## config.mk

```make
export PLATFORM = sky130hd
export DESIGN_NAME = rf_banked_4r1w
export DESIGN_NICKNAME = d
export VERILOG_FILES = /design/src/rtl/rf_bank_pkg.sv /design/src/rtl/rf_bank_ctl.sv /design/src/rtl/rf_copy.sv /design/src/rtl/rf_banked_4r1w.sv
export SDC_FILE = /design/constraint.sdc
export NUM_CORES = 2
export LEC_CHECK = 0
export BUFFER_PORTS_ARGS = -buffer_cell sky130_fd_sc_hd__buf_2
export CORE_UTILIZATION = 55
export CTS_CLUSTER_DIAMETER = 100
export DETAILED_ROUTE_END_ITERATION = 7
export HOLD_SLACK_MARGIN = 0.1
export PLACE_DENSITY = 0.74
export SLEW_MARGIN = 20
export SYNTH_ARGS = -nofsm -noshare
export SYNTH_HDL_FRONTEND = slang
export SYNTH_SLANG_ARGS = --single-unit
```

## constraint.sdc

```tcl
create_clock -name clk -period 2.6 [get_ports clk]
set_input_delay 0.52 -clock clk [delete_from_list [all_inputs] [get_ports clk]]
set_output_delay 0.52 -clock clk [all_outputs]
set_load 0.02 [all_outputs]
```

## src/rtl/rf_bank_pkg.sv

```systemverilog
package rf_bank_pkg;

    typedef enum logic {
        BANK_MAIN = 1'b0,
        BANK_ALT  = 1'b1
    } bank_e;

endpackage

```

## src/rtl/rf_bank_ctl.sv

```systemverilog
module rf_bank_ctl
    import rf_bank_pkg::*;
(
    input  logic  clk,
    input  logic  rst_n,
    input  logic  bank_req,
    output bank_e bank_o
);

    typedef struct packed {
        bank_e bank;
    } ctl_state_t;

    ctl_state_t st_d, st_q;

    always_comb begin
        st_d      = st_q;
        st_d.bank = bank_e'(bank_req);
    end

    always_ff @(posedge clk or negedge rst_n) begin
        if (!rst_n) begin
            st_q <= '{bank: BANK_MAIN};
        end else begin
            st_q <= st_d;
        end
    end

    assign bank_o = st_q.bank;

    // a differing request produces a swap on the very next edge
    a_r6_swap_one_cycle: assert property (@(posedge clk) disable iff (!rst_n)
        (bank_req != st_q.bank) |=> (st_q.bank != $past(st_q.bank)));

endmodule

```

## src/rtl/rf_copy.sv

```systemverilog
module rf_copy #(
    parameter int DW   = 32,
    parameter int NREG = 16,
    parameter int NRD  = 2,
    localparam int DEPTH = 2 * NREG,
    localparam int FAW   = $clog2(DEPTH)
) (
    input  logic                     clk,
    input  logic                     rst_n,
    input  logic                     wr_en,
    input  logic [FAW-1:0]           wr_addr,
    input  logic [DW-1:0]            wr_data,
    input  logic [NRD-1:0][FAW-1:0]  rd_addr,
    output logic [NRD-1:0][DW-1:0]   rd_data
);

    localparam logic [FAW-1:0] BANK_FLIP = FAW'(NREG);

    typedef struct packed {
        logic [DEPTH-1:0][DW-1:0] mem;
    } copy_state_t;

    copy_state_t st_d, st_q;

    always_comb begin
        st_d = st_q;
        if (wr_en) begin
            st_d.mem[wr_addr] = wr_data;
        end
    end

    always_ff @(posedge clk or negedge rst_n) begin
        if (!rst_n) begin
            st_q <= '0;
        end else begin
            st_q <= st_d;
        end
    end

    for (genvar p = 0; p < NRD; p++) begin : g_rd
        logic hit;
        assign hit        = wr_en && (wr_addr == rd_addr[p]);
        assign rd_data[p] = hit ? wr_data : st_q.mem[rd_addr[p]];
    end

    // written word is present after the edge
    a_r2_write_lands: assert property (@(posedge clk) disable iff (!rst_n)
        wr_en |=> (st_q.mem[$past(wr_addr)] == $past(wr_data)));

    // no enable, no change anywhere
    a_r5_idle_holds: assert property (@(posedge clk) disable iff (!rst_n)
        !wr_en |=> $stable(st_q.mem));

    // the twin entry in the other bank is untouched by a write
    a_r7_other_bank_kept: assert property (@(posedge clk) disable iff (!rst_n)
        wr_en |=> (st_q.mem[$past(wr_addr) ^ BANK_FLIP] ==
                   $past(st_q.mem[wr_addr ^ BANK_FLIP])));

endmodule

```

## src/rtl/rf_banked_4r1w.sv

```systemverilog
module rf_banked_4r1w
    import rf_bank_pkg::*;
#(
    parameter int DW    = 32,
    parameter int NREG  = 16,
    parameter int NCOPY = 2,
    parameter int RPC   = 2,
    localparam int NRD  = NCOPY * RPC,
    localparam int AW   = $clog2(NREG),
    localparam int FAW  = AW + 1
) (
    input  logic                    clk,
    input  logic                    rst_n,
    input  logic                    bank_sel,
    input  logic                    wr_en,
    input  logic [AW-1:0]           wr_addr,
    input  logic [DW-1:0]           wr_data,
    input  logic [NRD-1:0][AW-1:0]  rd_addr,
    output logic [NRD-1:0][DW-1:0]  rd_data
);

    bank_e          bank_q;
    logic [FAW-1:0] wr_full;

    rf_bank_ctl u_bank (
        .clk      (clk),
        .rst_n    (rst_n),
        .bank_req (bank_sel),
        .bank_o   (bank_q)
    );

    assign wr_full = {bank_q, wr_addr};

    for (genvar c = 0; c < NCOPY; c++) begin : g_copy
        logic [RPC-1:0][FAW-1:0] rd_full;
        logic [RPC-1:0][DW-1:0]  rd_word;

        for (genvar p = 0; p < RPC; p++) begin : g_port
            assign rd_full[p]         = {bank_q, rd_addr[c*RPC + p]};
            assign rd_data[c*RPC + p] = rd_word[p];
        end

        rf_copy #(
            .DW   (DW),
            .NREG (NREG),
            .NRD  (RPC)
        ) u_copy (
            .clk     (clk),
            .rst_n   (rst_n),
            .wr_en   (wr_en),
            .wr_addr (wr_full),
            .wr_data (wr_data),
            .rd_addr (rd_full),
            .rd_data (rd_word)
        );

        if (c > 0) begin : g_agree
            // separate copies agree on equal addresses
            a_r8_copies_agree: assert property (@(posedge clk) disable iff (!rst_n)
                (rd_addr[c*RPC] == rd_addr[0]) |-> (rd_data[c*RPC] == rd_data[0]));
        end
    end

    // first cycle out of reset reads zero on every port
    a_r1_zero_after_reset: assert property (@(posedge clk) disable iff (!rst_n)
        ($rose(rst_n) && !wr_en) |-> (rd_data == '0));

endmodule

```

==> run summary <==
Status - complete, but fails checks
Violated checks - DRC, setup timing
Fillers - 8567
Period utilization - 145%
H-tree levels - 3
P_sw - 19.2 mW
Vias per cell - 7.77
CTS tree - yes
Static Leak - 38.3 nW
EDFF count, synth - 0
Maximum vdd drop - 661 uV
Area Overhead vs Synth - 24.6%
Maxcap violations - 0
1st-iter DRT viols - 8428
Switching share of power - 32.3%
Xor and xnor fraction of the mapped netlist area - 0.194%
Post-route cell area - 89800 um^2
Vias in the first global route - 59000
Largest net degree at the start of global routing - 88
Avg WL per Cell - 38.9 um
Syn_area_per_cell - 13.8 um^2
Mux share of post-synthesis cell area - 47.1%
Top cell type by total area after synthesis - dfrtp_1
Share of cells above drive strength 1 - 58.0%
Largest cells by area after synthesis - dfrtp_1, mux4_2, mux2_2
FMAX - 266 MHz
Simple-Gate Fraction of Synth Area - 3.12%
Hold Fails Final Rpt - 0
Critical Path Fanout Max - 8
Most frequent cells after synthesis - dfrtp_1, mux2_2, mux4_2
Layout net count - 5748
Critical Path Start Type - flip-flop
DP HPWL - 190000 um
Total wire length - 294000 um
Cell area after synthesis - 72100 um^2
Data arrival, critical path - 3.24 ns
GPL Wtd Cong - 0.995
Die area - 133000 um^2
Initial antenna violation count - 23
Worst-Margin Slew - 1.06 ns
IO Count - 184
Clock network power share - 31.0%
Skew-Pair Late Insertion Delay - 0.80 ns
CP dominant cell by count - buf_4
Req. time, crit path - 2.08 ns
CTS Buf Count - 118
Share of the synthesized area in the top cell type - 35.6%
Seq/Total Area, Yosys - 35.6%
Ys Warns - 0
IO buf count - 183
Post-Syn Nets - 5271
Most frequent cell after synthesis - dfrtp_1
Vias - 58600
CTS clk-pin slew, worst paths - 0.06 ns
Slew HR - 29.4%
PD cells - 659 nW/um^2
Drt pass-1 iters - 8
Comb power frac - 30.1%
#FFs+latches synth - 1025
Min cycle time layout - 3.76 ns
Global route overflow - 0
Synth Flop Type - dfrtp_1
Critical path capture point type - output port
Antenna violation net count after detailed routing - 0
Compound-Gate Fraction of Synth Area - 9.21%
Main combinational cell family by area after synthesis - multiplexers
Final setup margin - -1.16 ns
Slowest stage delay, CP - 0.42 ns
Root Buffer Master - clkbuf_16
Die W - 364 um
Sequential power share - 39.0%
Post-Place Setup Slack - -0.687 ns
Hold Path Class - input port to flip-flop
Synth Area in Adders - 0%
Synth async-reset ratio - 100%
Core area - 130000 um^2
Setup Skew - 0.0403 ns
Worst setup path class - flip-flop to output port
DP Area - 81600 um^2
Clock buffer depth - 3
Final Max Tran Viols - 0
Total GRT Usage - 44.3%
Multi-input logic area - 46000 um^2
RSZ-0062 raised after global routing - yes
Reg area - 25700 um^2
Synth cell types - 63
Internal power - 40.1 mW
DRC violations left - 11
DIE HEIGHT - 364 um
Slowest stage cell, crit path - o41ai_4
Rows - 132
Clk sinks - 1025
Starting Density - 55.5%
Global-route wire length before repair - 419000 um
Syn Inst Count - 5215
Worst path cell trace - buf_12 -> buf_6 -> nor4bb_4 -> buf_4 -> buf_4 -> a22o_1 -> a221oi_2 -> o211ai_1 -> o41ai_4 -> buf_4
Final setup vio count - 128
[placed cells by master (no fill, tap or decap), types with 87 or more instances in the layout]
cell type  instances
dfrtp_1         1020
mux2_2           956
mux4_2           711
buf_4            533
mux2i_1          504
buf_12           292
o22ai_1          201
nand2_1          149
clkbuf_16        124
buf_6             95
nor2_1            87
a22o_1            87
[cell families after synthesis]
kind of cell / Yosys count
compound gates: 790
xor+xnor: 16
buf+inv: 644
flops: 1025
mux: 2288
simple gates: 452
[per-layer routing]
metal	part of all wire [%]	routed length [um]	global-route usage, %	vias up
met5	0.085	250	0	-
met4	9.0	26300	31.1	27
met3	15	43400	17.3	1604
met2	42	124000	63.3	4939
met1	34	99200	55.0	29900
li1	-	-	-	22200
[through the flow]
stage          hold slack [ns]  power, mW  TNS (ns)  std cells  util [%]
6_report                 0.129       59.2   -125.22       7544      69.2
5_1_grt                  0.123       61.0   -129.78       7540      69.2
4_1_cts                  0.102       58.3   -128.22       7513      68.2
3_5_place_dp             0.462       39.2    -67.93       7222      62.9
3_3_place_gp             0.458       38.4    -66.81       7222      62.9
2_1_floorplan            0.224       33.6    -0.590       5215         -
[layout make-up]
class                           count  share of cell area, %
Timing Repair Buffer              996                   13.0
Tap cell                         1742                   2.43
Clock inverter                     57                  0.887
Sequential cell                  1025                   28.6
Inverter                            5                 0.0209
Multi-Input combinational cell   3546                   51.2
Antenna cell                        8                 0.0223
Clock buffer                      165                   3.85
[power by group through the flow]
stage	registers [mW]	logic, mW	clock network, mW
floorplan	21.7	11.9	0
global placement	22.7	15.8	0
detailed placement	23.1	16.1	0
CTS	22.8	17.1	18.4
global route	23.5	18.5	19.0
finish	23.1	17.8	18.3
[critical path, delay by kind of cell, from the launching register on]
family                 cells  cell delay, ns
flip-flops                 1            0.38
AO/OA/AOI/OAI              4            1.18
buffers and inverters      5            0.82
AND/OR/NAND/NOR            1            0.05
[path summary, 6_finish.rpt]
check                                                start                    endpoint  slack [ns]  cells after the start
worst min-delay path                           wr_data[25]   g_copy[0].u_copy.st_q[57]        0.13                      2
max in group asynchronous                            rst_n  g_copy[0].u_copy.st_q[102]        1.25                      4
worst max register to register               u_bank.bank_o   g_copy[0].u_copy.st_q[19]        0.05                      9
worst min register to register  g_copy[0].u_copy.st_q[254]  g_copy[0].u_copy.st_q[254]        0.56                      2
min in group asynchronous                            rst_n  g_copy[0].u_copy.st_q[666]        0.25                      2
worst max-delay path                         u_bank.bank_o                 rd_data[51]       -1.16                     10
[what timing repair did]
action / CTS / global route
hold buffers: 2 / 0
gates cloned: 8 / 4
gates resized for setup: 409 / 207
endpoints found under the hold margin: 219 / 0
buffers inserted: 62 / 30
pin swaps: 138 / 126
endpoints found under the setup margin: 134 / 158
[registers in the layout, indices dropped and copies added, names as in the netlist]
register	count
u_bank.bank_o	1
g_copy.u_copy.st_q	1024
No activity file was read; power rests on OpenSTA's default activity.
